===== config.mk =====
export PLATFORM = sky130hd
export DESIGN_NAME = ctl_ep_status
export DESIGN_NICKNAME = d
export VERILOG_FILES = /design/src/rtl/ctl_ep_pkg.sv /design/src/rtl/ctl_ep_flag.sv /design/src/rtl/ctl_ep_gather.sv /design/src/rtl/ctl_ep_irq.sv /design/src/rtl/ctl_ep_status.sv
export SDC_FILE = /design/constraint.sdc
export NUM_CORES = 1
export LEC_CHECK = 0
export BUFFER_PORTS_ARGS = -buffer_cell sky130_fd_sc_hd__buf_2
export CAP_MARGIN = 40
export CORE_MARGIN = 2
export CORE_UTILIZATION = 49
export DETAILED_ROUTE_END_ITERATION = 12
export PLACE_DENSITY = 0.8
export RECOVER_POWER = 25
export SYNTH_ARGS = -nofsm -noshare
export SYNTH_HDL_FRONTEND = slang
export SYNTH_SLANG_ARGS = --single-unit

===== constraint.sdc =====
create_clock -name clk -period 2.8 [get_ports clk]
set_input_delay 0.14 -clock clk [delete_from_list [all_inputs] [get_ports clk]]
set_output_delay 0.14 -clock clk [all_outputs]
set_load 0.005 [all_outputs]

===== src/rtl/ctl_ep_pkg.sv =====
package ctl_ep_pkg;
   localparam int unsigned FLAG_N   = 6;
   localparam int unsigned F_OUT    = 0;
   localparam int unsigned F_IN     = 1;
   localparam int unsigned F_SETUP  = 2;
   localparam int unsigned F_DEND   = 3;
   localparam int unsigned F_STALL  = 4;
   localparam int unsigned F_SEND   = 5;
   typedef logic [FLAG_N-1:0] flags_t;
endpackage


===== src/rtl/ctl_ep_flag.sv =====
module ctl_ep_flag (
   input  logic clk,
   input  logic rst_n,
   input  logic hw_set,
   input  logic hw_clr,
   input  logic sw_set,
   input  logic sw_clr,
   output logic q,
   output logic d
);
   // hardware events outrank CPU commands
   always_comb begin
      if (hw_set)      d = 1'b1;
      else if (hw_clr) d = 1'b0;
      else if (sw_set) d = 1'b1;
      else if (sw_clr) d = 1'b0;
      else             d = q;
   end

   always_ff @(posedge clk) begin
      if (!rst_n) q <= 1'b0;
      else        q <= d;
   end
endmodule


===== src/rtl/ctl_ep_gather.sv =====
module ctl_ep_gather #(
   parameter int unsigned SET_BYTES = 128,
   parameter int unsigned MAXP      = 64,
   parameter bit          CONT_EN   = 1'b1,
   localparam int unsigned LEN_W    = $clog2(MAXP + 1),
   localparam int unsigned ACC_W    = $clog2(SET_BYTES + MAXP)
) (
   input  logic             clk,
   input  logic             rst_n,
   input  logic             cont,
   input  logic             setup,
   input  logic             out_pkt,
   input  logic [LEN_W-1:0] out_len,
   input  logic             out_short,
   input  logic             status_start,
   output logic             set_rdy
);
   generate
      if (CONT_EN) begin : g_cont
         logic [ACC_W-1:0] acc_q, acc_d, sum;
         assign sum = acc_q + ACC_W'(out_len);

         always_comb begin
            acc_d   = acc_q;
            set_rdy = 1'b0;
            if (setup) begin
               acc_d = '0;
            end else if (out_pkt) begin
               if (!cont || out_short || sum >= ACC_W'(SET_BYTES)) begin
                  set_rdy = 1'b1;
                  acc_d   = '0;
               end else begin
                  acc_d = sum;
               end
            end else if (status_start) begin
               set_rdy = (acc_q != '0);
               acc_d   = '0;
            end
         end

         always_ff @(posedge clk) begin
            if (!rst_n) acc_q <= '0;
            else        acc_q <= acc_d;
         end
      end else begin : g_plain
         logic unused_in;
         assign unused_in = cont ^ setup ^ out_short ^ status_start ^ (^out_len) ^ clk ^ rst_n;
         assign set_rdy   = out_pkt;
      end
   endgenerate
endmodule


===== src/rtl/ctl_ep_irq.sv =====
module ctl_ep_irq #(
   parameter int unsigned N = 6
) (
   input  logic         clk,
   input  logic         rst_n,
   input  logic [N-1:0] q,
   input  logic [N-1:0] d,
   input  logic [N-1:0] rise_en,
   input  logic [N-1:0] fall_en,
   output logic         irq
);
   logic hit;
   assign hit = |((d & ~q & rise_en) | (~d & q & fall_en));

   always_ff @(posedge clk) begin
      if (!rst_n) irq <= 1'b0;
      else        irq <= hit;
   end
endmodule


===== src/rtl/ctl_ep_status.sv =====
module ctl_ep_status
   import ctl_ep_pkg::*;
#(
   parameter int unsigned SET_BYTES = 128,
   parameter int unsigned MAXP      = 64,
   parameter bit          CONT_EN   = 1'b1,
   localparam int unsigned LEN_W    = $clog2(MAXP + 1)
) (
   input  logic             clk,
   input  logic             rst_n,
   input  logic             pe_setup,
   input  logic             pe_out_pkt,
   input  logic [LEN_W-1:0] pe_out_len,
   input  logic             pe_out_short,
   input  logic             pe_in_done,
   input  logic             pe_status_start,
   input  logic             pe_proto_err,
   input  logic             pe_setup_end,
   input  logic             cpu_set_in_rdy,
   input  logic             cpu_set_data_end,
   input  logic             cpu_clr_out_rdy,
   input  logic             cpu_clr_stall,
   input  logic             cpu_clr_setup_end,
   input  logic             cpu_cfg_wr,
   input  logic             cpu_cfg_cont,
   input  logic             cpu_cfg_mask,
   output logic [5:0]       ep_status,
   output logic             ep_cfg_cont,
   output logic             ep_cfg_mask,
   output logic             ep_irq
);
   if (SET_BYTES < MAXP) begin : g_bad_set
      $error("SET_BYTES must be at least MAXP");
   end
   if (MAXP < 8) begin : g_bad_maxp
      $error("MAXP must be at least 8");
   end

   logic   cont_q, mask_q, out_set;
   flags_t hw_set, hw_clr, sw_set, sw_clr, fq, fd, rise_en, fall_en;

   always_ff @(posedge clk) begin
      if (!rst_n) begin
         cont_q <= 1'b0;
         mask_q <= 1'b1;
      end else if (cpu_cfg_wr) begin
         cont_q <= cpu_cfg_cont;
         mask_q <= cpu_cfg_mask;
      end
   end

   ctl_ep_gather #(.SET_BYTES(SET_BYTES), .MAXP(MAXP), .CONT_EN(CONT_EN)) u_gather (
      .clk(clk), .rst_n(rst_n), .cont(cont_q), .setup(pe_setup),
      .out_pkt(pe_out_pkt), .out_len(pe_out_len), .out_short(pe_out_short),
      .status_start(pe_status_start), .set_rdy(out_set)
   );

   always_comb begin
      hw_set = '0; hw_clr = '0; sw_set = '0; sw_clr = '0;
      hw_set[F_OUT]   = out_set | pe_setup;
      sw_clr[F_OUT]   = cpu_clr_out_rdy;
      hw_clr[F_IN]    = pe_in_done | pe_setup_end;
      sw_set[F_IN]    = cpu_set_in_rdy;
      hw_set[F_SETUP] = pe_setup;
      sw_clr[F_SETUP] = cpu_clr_out_rdy;
      hw_clr[F_DEND]  = pe_status_start | pe_setup;
      sw_set[F_DEND]  = cpu_set_data_end;
      hw_set[F_STALL] = pe_proto_err;
      sw_clr[F_STALL] = cpu_clr_stall;
      hw_set[F_SEND]  = pe_setup_end;
      sw_clr[F_SEND]  = cpu_clr_setup_end;
   end

   for (genvar i = 0; i < FLAG_N; i++) begin : g_flag
      ctl_ep_flag u_flag (
         .clk(clk), .rst_n(rst_n), .hw_set(hw_set[i]), .hw_clr(hw_clr[i]),
         .sw_set(sw_set[i]), .sw_clr(sw_clr[i]), .q(fq[i]), .d(fd[i])
      );
   end

   always_comb begin
      rise_en = '0; fall_en = '0;
      rise_en[F_OUT]   = 1'b1;
      rise_en[F_STALL] = 1'b1;
      rise_en[F_SEND]  = 1'b1;
      fall_en[F_IN]    = 1'b1;
      fall_en[F_DEND]  = ~mask_q;
   end

   ctl_ep_irq #(.N(FLAG_N)) u_irq (
      .clk(clk), .rst_n(rst_n), .q(fq), .d(fd),
      .rise_en(rise_en), .fall_en(fall_en), .irq(ep_irq)
   );

   always_comb begin
      ep_status         = fq;
      ep_status[F_DEND] = fq[F_DEND] & ~mask_q;
   end
   assign ep_cfg_cont = cont_q;
   assign ep_cfg_mask = mask_q;
endmodule


==> out/qor.txt <==
=================================================================================================================
Worst relative slew slack                                                                                   46.0%
Top cell types by occurrence after synthesis                                                         17 x dfxtp_1, 10 x a21oi_1, 8 x nor2_1, 8 x o21ai_0
Number of filler cells placed in the layout                                                                   187
Cts bufs inserted                                                                                               3
Number of detailed-routing iterations run before antenna repair                                                 4
First-pass GRT wire length                                                                                3460 µm
Portion of total power attributed to sequential cells                                                       56.3%
Gate Count Post-Synth                                                                                         107
Final setup viols                                                                                               0
Post-route setup TNS                                                                                         0 ns
Clock tree from TritonCTS                                                                                     yes
Antenna diode count                                                                                             0
Endpoint type of the worst setup path                                                                    register
Iteration-0 DRC count of the detailed router                                                                   13
Number of sinks on the clock net                                                                               17
Count of warnings emitted by yosys                                                                              0
Final hold viol count                                                                                           0
Fraction of the mapped netlist area in compound gates                                                       24.5%
Peak supply drop                                                                                       0.000281 V
Worst slack at placement                                                                                 0.598 ns
Period Utilization, post-route                                                                              79.8%
Port buffer count                                                                                              32
Average wire per standard cell                                                                            11.9 µm
Number of flip-flops and latches in the synthesized netlist                                                    17
Number of unique standard cell types used by synthesis                                                         28
Required time of the critical path                                                                        3.04 ns
I/O pin cnt                                                                                                    33
Ratio of routed vias to standard cells                                                                       5.19
Number of nets at the end of the flow                                                                         171
Buffer levels on the longest clock path                                                                         2
Antenna violations before repair                                                                                0
Post-CTS clock slew at the launch and capture registers of the worst setup and hold paths                 0.09 ns
Hold crit path type                                                                                     in -> reg
Largest net degree at the start of global routing                                                              10
Die Width                                                                                                 48.7 µm
Share of the synthesized area in the top cell type                                                          34.8%
Synth Area in Simple Gates                                                                                  15.6%
Data arrival time of the worst path                                                                       2.47 ns
Yosys top cell by area                                                                                    dfxtp_1
Multiplexer share of the synthesized area                                                                   3.07%
CP max FO                                                                                                       7
Sw frac                                                                                                     25.0%
Overall fraction of global-route tracks in use                                                              18.5%
Switching power                                                                                          0.113 mW
Std-Cell Rows                                                                                                  16
Quantity of gates resized following cts                                                                         0
Top post-synthesis cells by area                                                                     dfxtp_1 35%, ha_1 9.0%, a22o_1 6.3%
Vias                                                                                                          856
Global-route met3 utilization                                                                               4.01%
Async set or reset register ratio after synthesis                                                              0%
Final Max Tran Viols                                                                                            0
Starting Density                                                                                            50.8%
Internal power of the cells                                                                              0.340 mW
Number of nets with antenna violations after detailed routing                                                   0
Clock power frac                                                                                            28.7%
Synthesized-area fraction occupied by xor and xnor cells                                                    4.48%
Final setup slack of the worst path                                                                      0.566 ns
FF+latch area                                                                                             340 µm²
Final weighted congestion in routability-driven placement                                                   0.780
Transition time at the pin with the least slew margin                                                    0.804 ns
Number of max-cap violations                                                                                    0
Proportion of layout cells with a drive suffix above 1                                                      28.3%
Post-Route WL                                                                                             1960 µm
Main combinational cell family by area after synthesis                                               compound AO/OA/AOI/OAI gates
CTS Root Cell                                                                                            clkbuf_4
Number of flops mapped to enable cells by yosys                                                                 0
Floorplan die height                                                                                      48.7 µm
Top-count cell post-synth                                                                                 dfxtp_1
Busiest layer in global routing                                                                              met2
Post-route minimum period                                                                                 2.23 ns
Status                                                                                               finished, final reports clean
Unrepaired setup endpoints after global routing                                                             false
Clk Latency, worst-skew pair                                                                              0.29 ns
Post-DP HPWL                                                                                              1580 µm
Dominant synthesized flop cell                                                                            dfxtp_1
Total area of multi-input combinational cells                                                             573 µm²
Pwr dens                                                                                               391 nW/µm²
Area growth from synthesis to final layout                                                                  18.7%
Arithmetic-cell share of the synthesized area counting full adders, half adders and majority gates          11.0%
Count of H-tree levels built during CTS                                                                         1
Number of hold-repair buffers added at the cts stage                                                            0
Clk_skew                                                                                               0.00677 ns
Post-CTS setup buffer count                                                                                     0
Kind of start point of the critical path                                                                 register
GRT met2 Usage                                                                                              29.7%
Leakage                                                                                                  0.546 nW
Total die area                                                                                           2370 µm²
Core Region                                                                                              1920 µm²
GR Util met1                                                                                                23.7%
Post-Syn Nets                                                                                                 139
DRC Markers                                                                                                     0
Fmax                                                                                                      448 MHz
GRT overflow                                                                                                    0
Mean Syn Cell Area                                                                                       9.13 µm²
Logic gate share of total power                                                                             15.0%
Synthesized area                                                                                          977 µm²
Sequential element share of the synthesized area                                                            34.8%
Vias in the first global route                                                                                816
CP Class                                                                                               reg -> reg
=================================================================================================================
-- power groups by stage --
| stage | Combinational [mW] | Sequential (mW) | Clock, mW |
|---|---|---|---|
| after detailed placement | 0.0682 | 0.261 | 0 |
| after global routing | 0.0779 | 0.257 | 0.145 |
| final | 0.0681 | 0.255 | 0.130 |
| after global placement | 0.0668 | 0.260 | 0 |
| after floorplan | 0.0407 | 0.260 | 0 |
| after CTS | 0.0685 | 0.255 | 0.133 |
-- worst paths after layout --
check / from / end / slack, ns / cells past startpoint
setup reg to reg: u_gather.g_cont.acc_q[1] / u_gather.g_cont.acc_q[1] / 0.57 / 6
hold reg to reg: g_flag[3].u_flag.q / g_flag[3].u_flag.q / 0.49 / 2
setup / recovery: u_gather.g_cont.acc_q[1] / u_gather.g_cont.acc_q[1] / 0.57 / 6
hold / removal: pe_in_done / g_flag[1].u_flag.q / 0.02 / 2
-- critical path, cell delays in order, from the launching register on --
cell and delay [ns]:
dfxtp_1 0.40, ha_1 0.28, a211oi_2 0.23, nor3_1 0.11
or3_4 0.39, a2111oi_4 0.56, a22o_1 0.22
-- cell usage in the layout (no fill, tap or decap), drive strengths merged, types with 7 or more instances in the layout --
master	instances
inv	7
a22o	7
buf	32
o21ai	8
ha	7
nor2	8
a21oi	10
dfxtp	17
-- layer usage --
| layer | wire [µm] | share of wire [%] | up-vias |
|---|---|---|---|
| met5 | 0 | 0 | - |
| li1 | - | - | 445 |
| met3 | 72 | 3.7 | 2 |
| met2 | 934 | 48 | 18 |
| met4 | 19 | 0.97 | 0 |
| met1 | 930 | 48 | 391 |
-- area by class of cell --
| cell class | instances | area share (%) |
|---|---|---|
| multi-input cells | 78 | 49.4 |
| flip-flops and latches | 17 | 29.3 |
| repair buffers | 32 | 13.8 |
| well taps | 27 | 2.91 |
| clock buffers | 4 | 2.27 |
| inverters | 7 | 2.27 |
-- registers in the layout, indices dropped and copies added, names as in the netlist --
name                   flops
ep_cfg_cont                1
u_gather.g_cont.acc_q      8
u_irq.irq                  1
ep_cfg_mask                1
g_flag.u_flag.q            6
-- cells by family after synthesis --
kind of cell,Yosys count
compound gates,33
xor+xnor,5
fa+ha+maj,8
buf+inv,12
flops,17
mux,3
simple gates,29
-- through the flow --
stage                     instance area (µm²)  hold WS (ns)  cells  power, mW  utilization (%)
final                                    1160        0.0155    165      0.453             60.4
after detailed placement                 1130         0.323    161      0.329             59.0
after global placement                   1130         0.315    161      0.327             59.0
after CTS                                1160       0.00833    165      0.457             60.4
after global routing                     1160       0.00990    165      0.479             60.4
after floorplan                           977         0.202    107      0.301                -
Note: power is estimated with default switching activity, not from simulation.
